==> src/rtl/mc_datapath.sv <==
module mc_datapath #(
  parameter logic [31:0] RESET_PC = 32'h0000_0000
) (
  input  logic        clk,
  input  logic        rst_n,
  input  logic        ctl_addr_sel,
  input  logic        ctl_mem_rd,
  input  logic        ctl_mem_wr,
  input  logic        ctl_ir_load,
  input  logic        ctl_wb_from_mem,
  input  logic [1:0]  ctl_pc_src,
  input  logic [1:0]  ctl_alu_mode,
  input  logic        ctl_a_sel,
  input  logic [1:0]  ctl_b_sel,
  input  logic        ctl_rf_we,
  input  logic        ctl_rd_sel,
  input  logic        ctl_pc_we,
  input  logic        ctl_pc_we_zero,
  input  logic [31:0] mem_rdata,
  output logic [31:0] mem_addr,
  output logic [31:0] mem_wdata,
  output logic        mem_rd_en,
  output logic        mem_wr_en,
  output logic [5:0]  opcode,
  output logic        alu_zero
);

  localparam int NREG = 32;
  localparam logic [5:0] FN_ADD = 6'b100000;
  localparam logic [5:0] FN_SUB = 6'b100010;
  localparam logic [5:0] FN_AND = 6'b100100;
  localparam logic [5:0] FN_OR  = 6'b100101;
  localparam logic [5:0] FN_SLT = 6'b101010;

  logic [31:0] pc_q, ir_q, mdr_q, a_q, b_q, aluout_q;
  logic [31:0] rf [NREG];

  logic [4:0]  rs_idx, rt_idx, rd_idx, wb_idx;
  logic [31:0] imm_ext, rd_a, rd_b, wb_data;
  logic [31:0] alu_a, alu_b, alu_res, pc_next;
  logic        pc_load;

  assign rs_idx  = ir_q[25:21];
  assign rt_idx  = ir_q[20:16];
  assign rd_idx  = ir_q[15:11];
  assign imm_ext = {{16{ir_q[15]}}, ir_q[15:0]};

  assign rd_a = (rs_idx == 5'd0) ? 32'd0 : rf[rs_idx];
  assign rd_b = (rt_idx == 5'd0) ? 32'd0 : rf[rt_idx];

  assign alu_a = ctl_a_sel ? a_q : pc_q;

  always_comb begin
    case (ctl_b_sel)
      2'b00:   alu_b = b_q;
      2'b01:   alu_b = 32'd4;
      2'b10:   alu_b = imm_ext;
      default: alu_b = {imm_ext[29:0], 2'b00};
    endcase
  end

  always_comb begin
    case (ctl_alu_mode)
      2'b01: alu_res = alu_a - alu_b;
      2'b10: begin
        case (ir_q[5:0])
          FN_ADD:  alu_res = alu_a + alu_b;
          FN_SUB:  alu_res = alu_a - alu_b;
          FN_AND:  alu_res = alu_a & alu_b;
          FN_OR:   alu_res = alu_a | alu_b;
          FN_SLT:  alu_res = {31'd0, $signed(alu_a) < $signed(alu_b)};
          default: alu_res = 32'd0;
        endcase
      end
      default: alu_res = alu_a + alu_b;
    endcase
  end

  assign alu_zero = (alu_res == 32'd0);

  always_comb begin
    case (ctl_pc_src)
      2'b00:   pc_next = alu_res;
      2'b01:   pc_next = aluout_q;
      2'b10:   pc_next = {pc_q[31:28], ir_q[25:0], 2'b00};
      default: pc_next = pc_q;
    endcase
  end

  assign pc_load = ctl_pc_we | (ctl_pc_we_zero & alu_zero);
  assign wb_idx  = ctl_rd_sel ? rd_idx : rt_idx;
  assign wb_data = ctl_wb_from_mem ? mdr_q : aluout_q;

  always_ff @(posedge clk or negedge rst_n) begin
    if (!rst_n) begin
      pc_q     <= RESET_PC;
      ir_q     <= '0;
      mdr_q    <= '0;
      a_q      <= '0;
      b_q      <= '0;
      aluout_q <= '0;
      for (int i = 0; i < NREG; i++) rf[i] <= '0;
    end else begin
      mdr_q    <= mem_rdata;
      a_q      <= rd_a;
      b_q      <= rd_b;
      aluout_q <= alu_res;
      if (pc_load) pc_q <= pc_next;
      if (ctl_ir_load) ir_q <= mem_rdata;
      if (ctl_rf_we && wb_idx != 5'd0) rf[wb_idx] <= wb_data;
    end
  end

  assign mem_addr  = ctl_addr_sel ? aluout_q : pc_q;
  assign mem_wdata = b_q;
  assign mem_rd_en = ctl_mem_rd;
  assign mem_wr_en = ctl_mem_wr;
  assign opcode    = ir_q[31:26];

endmodule

==> config.mk <==
export PLATFORM = sky130hd
export DESIGN_NAME = mc_datapath
export DESIGN_NICKNAME = d
export VERILOG_FILES = /design/src/rtl/mc_datapath.sv
export SDC_FILE = /design/constraint.sdc
export NUM_CORES = 2
export LEC_CHECK = 0
export BUFFER_PORTS_ARGS = -buffer_cell sky130_fd_sc_hd__buf_2
export CORE_MARGIN = 2
export CORE_UTILIZATION = 50
export DETAILED_ROUTE_END_ITERATION = 6
export PLACE_DENSITY = 0.66
export SLEW_MARGIN = 15
export SYNTH_ARGS = -nofsm -noshare
export SYNTH_HDL_FRONTEND = slang
export SYNTH_SLANG_ARGS = --single-unit
==> constraint.sdc <==
create_clock -name clk -period 12.5 [get_ports clk]
set_clock_uncertainty 0.1 [all_clocks]
set_input_delay 2.5 -clock clk [delete_from_list [all_inputs] [get_ports clk]]
set_output_delay 2.5 -clock clk [all_outputs]
set_load 0.1 [all_outputs]
# Word level (Yosys, flattened, before mapping)
# Cells that the tools add are included.
# word_totals
wordCells,96
input_bits,50
output_inout_bits,73
regBits,1216
# op_classes
n_eq_ne,11
n_lt_le_gt_ge,5
bitwise,8
add_sub_neg,2
mux,19
reduce_logical,12
# ops
operator,n
bitwise mux 1024 bit,1
binary-select mux 32 bit (select 5 bit),2
2-to-1 mux 32 bit,10
case mux 32 bit (3 select lines),2
demux 32 bit (select 5 bit),1
case mux 32 bit (5 select lines),1
case mux 32 bit (2 select lines),1
adder 32 bit,1
AND 32 bit,1
zero test 32 bit,1
less-than comparator 32 bit,1
bitwise OR 32 bit,1
subtractor 32 bit,1
"== test 6 bit, second input constant",5
">= comparator 6 bit, second input constant",3
inverter 5 -> 6 bit,3
zero test 5 bit,2
"== test 2 x 1 -> 1 bit, second input constant",3
"== test 2 bit, second input constant",3
"less-than comparator 6 x 1 -> 1 bit, second input constant",1
2-to-1 mux 5 bit,1
nonzero test 5 bit,1
zero test 2 bit,2
AND reduction 3 bit,1
other kinds (7),8

# Longest topological paths before layout
# logic_depth
word_depth,9
ltp_mapped,25
depth_no_buf,18

# Least setup slack after synthesis
# Ideal clock, no wire load.
# synth_path
path_kind,input -> output
startpoint,input port ctl_b_sel[1]
endpoint,output port alu_zero
arrival_time_ns,8.322
n_path_buf,1
required_ns,9.900
path_slack_ns,1.578
cell_stages,18
path_cell_list,clkbuf_1 -> mux2i_1 -> or2_2 -> inv_1 -> ha_1 -> inv_1 -> fa_1 -> nand2b_1 -> a2111oi_0 -> o21ai_0 -> o21ai_0 -> xnor2_1 -> o221ai_1 -> or4_1 -> or4b_1 -> nor4_1 -> or4b_4 -> nor2_1
# synth_via
elab_chain_len,6
elab_cells_between_ends,12
cone_classes,add/sub: 2; order compare: 1; eq/ne: 2; mux: 3; bitwise: 2; reduce/logical: 2
# synth_rtl
element,line_no,rtl
start: declaration,14,"input logic [1:0] ctl_b_sel,"
"== test 2 bit, or another cell as far along",54,case (ctl_b_sel)
case mux 32 bit (3 select lines) *,54,
"subtractor 32 bit, or another cell as far along","64, 68",
case mux 32 bit (5 select lines),66,case (ir_q[5:0])
case mux 32 bit (2 select lines) *,63,case (ctl_alu_mode)
named net alu_res[10],40,"logic [31:0] alu_a, alu_b, alu_res, pc_next;"
zero test 32 bit *,79,assign alu_zero = (alu_res == 32'd0);
end: declaration,25,output logic alu_zero
# The timed path passes the listed nets; every way through them passes the cells marked *.

# Worst setup path after layout
# Same ends and word-level chain as after synthesis.

==> qor.csv <==
metric;value;unit
CTS H-tree lvls;4;
#FFs+latches synth;1216;
Wirelength per Cell;28.6;um
vias in the first global route;49489;
Longest Clk Path Bufs;3;
Synth async-reset ratio;100;%
Final HPWL DP;135000;um
initial antenna violation count;10;
Chip Height;366;um
# Max-Cap Violations;0;
Final GP Congestion;0.970;
final hold vios;0;
HP Class;flip-flop to flip-flop;
post-detailed-route count of antenna-violating nets;0;
Crit path arrival time;8660;ps
Clock transition at path regs;60;ps
pwr dens;255;nW/um2
Hold Path Cell Cnt;0;
worst vdd ir;0.156;mV
top cells by area, synth;dfrtp_1 46%, mux4_2 19%, a21oi_1 7.1%;
First DRT Iteration DRCs;6082;
internal power;11.3;mW
TritonCTS Buffers;132;
fin crit period;11260;ps
WP depth;18;
I/O pin cnt;123;
Syn Area/Cell;10.9;um2
final setup vio count;0;
total die area;134000;um2
Final Max Tran Viols;0;
top cell type's share of synthesized area;46.5;%
Distinct cells, synth;84;
CP Capture Type;output port;
EDFF count, synth;0;
Post-Syn Instances;6037;
clk_lat worst skew;770;ps
CTS root buf;clkbuf_16;
DR pass1 iterations;5;
Initial Util;50.5;%
Gate power share;38.7;%
Crit path required time;9900;ps
largest net degree at the start of global routing;188;
Post-Syn Area;65500;um2
layout cell share with drive strength beyond 1;21.1;%
worst-path cell chain;buf_2 -> buf_4 -> nor2_2 -> buf_4 -> a22o_1 -> ha_1 -> inv_1 -> a21oi_1 -> o31ai_1 -> a22oi_1 -> o211ai_1 -> a2bb2oi_1 -> or4_1 -> or4b_1 -> nor4_1 -> or4b_4 -> nor2_1 -> buf_2;
Clk pwr share;22.7;%
Fmax;88.8;MHz
reg2reg path depth;21;
Leak;30.6;nW
Ys Warns;0;
GRT Overall Usage;32.7;%
DRC;0;
Total Routed Length;219000;um
fin nets;5971;
switching power total;7.10;mW
routed via count;50113;
RSZ-0062 raised after global routing;no;
Area Growth Syn to Fin;10.1;%
Sw Share;38.6;%
commonest non-fill, non-tap cell in the layout;dfrtp_1;
worst stage delay on the critical path;600;ps
Main synth FF type;dfrtp_1;
CP max FO;17;
sequential area share after synthesis;46.5;%
num rows;132;
crit start category;input port;
Setup Buffers After CTS;0;
Yosys top cell by area;dfrtp_1;
commonest cells after routing, fill and taps aside;1205 x dfrtp_1, 1016 x nor2_1, 924 x a21oi_1;
Top delay family on crit path;simple AND/OR/NAND/NOR gates;
status;finished, final reports clean;
first-pass GRT wire length;327000;um
Die W;366;um
IO buf count;118;
DR vias/cell;6.54;
Buf+Inv Stages, Crit Path;5;
post-route setup TNS;0;ps
slowest CP cell;or4_1;
CP Class;input port to output port;
total congestion overflow;0;
Worst Tran Pin Value;1320;ps
fin crit share;90.1;%
Syn Nets;6191;
# hold bufs at CTS;0;
Placeable Area;130000;um2
slew margin rel.;11.7;%
CTS tree;done;
total power;18.4;mW
clk sinks;1216;
Flop pwr share;38.6;%
CTS-repair resized insts;0;
-- power by group through the flow --
stage	combinational, mW	clock [mW]	sequential [mW]
global route	7.69	4.38	7.28
finish	7.11	4.18	7.09
CTS	7.05	4.22	7.03
detailed placement	7.02	0	7.08
floorplan	5.21	0	6.81
global placement	6.87	0	6.96
-- per-stage QoR --
step / util (%) / cells / area [um2] / hold slack (ps) / setup slack, ps
floorplan: - / 6037 / 65500 / 341 / 1580
global placement: 52.0 / 7424 / 67500 / 277 / 1370
detailed placement: 52.0 / 7424 / 67500 / 284 / 1310
CTS: 55.5 / 7654 / 72100 / 297 / 1280
global route: 55.6 / 7657 / 72100 / 312 / 1010
finish: 55.6 / 7658 / 72100 / 296 / 1240
-- Yosys cell counts, types with 6 or more instances --
master        n
dfrtp_1    1216
nor2_1     1042
a21oi_1     924
mux4_2      546
clkbuf_1    481
nand2_1     380
o21ai_0     242
mux2i_1     177
mux2_2      120
inv_1       118
ha_1        102
buf_1        88
a221oi_1     54
nor3_1       51
o221ai_1     33
a21o_1       32
o22ai_1      32
nand3_1      25
a31oi_1      24
nand2b_1     21
o31ai_1      21
mux2_4       20
xnor2_1      20
a22o_1       19
a211oi_1     18
nor4_1       16
nand4_1      15
o211ai_1     14
a211o_1      12
buf_2        12
a22oi_1      10
buf_4        10
nor2b_1       9
o21bai_1      9
and2_1        8
or2_2         7
a2111oi_0     6
-- final cells by class --
cell class | count | area, um2
Antenna cell | 3 | 7.51
Clock buffer | 181 | 3840
Clock inverter | 49 | 752
Fill cell | 10994 | 57700
Inverter | 119 | 449
Multi-Input combinational cell | 4107 | 32800
Sequential cell | 1216 | 30500
Tap cell | 1742 | 2180
Timing Repair Buffer | 241 | 1660
-- cell families after synthesis --
| kind of cell | count (synthesis) | share of synthesized area [%] |
|---|---|---|
| AND/OR/NAND/NOR | 1611 | 9.91 |
| AO/OA/AOI/OAI | 1506 | 13.1 |
| flip-flops | 1216 | 46.5 |
| multiplexers | 863 | 24.0 |
| buffers and inverters | 714 | 4.21 |
| adder cells (fa/ha/maj) | 104 | 2.01 |
| XOR/XNOR | 23 | 0.308 |
-- layer usage --
layer,part of all wire (%),vias up,global-route usage (%)
met5,0.016,-,0
met4,4.6,6,14.5
met3,9.2,596,6.44
met2,47,2687,51.9
met1,39,25446,44.1
li1,-,21378,-
-- path summary, 6_finish.rpt --
kind	from	to	slack, ps
setup / recovery	ctl_b_sel[1]	alu_zero	1240
hold / removal	rf[1003]	rf[1003]	300
setup reg to reg	ir_q[0]	pc_q[27]	5150
hold reg to reg	rf[1003]	rf[1003]	300
max in group asynchronous	rst_n	rf[614]	8170
min in group asynchronous	rst_n	rf[253]	1650
-- sequential cells by signal, summed over array words and instances, names as in the netlist --
signal,flops
pc_q,32
aluout_q,32
rf,1024
mdr_q,32
mem_wdata,32
a_q,32
ir_q,32
(Power assumes the default switching activity.)
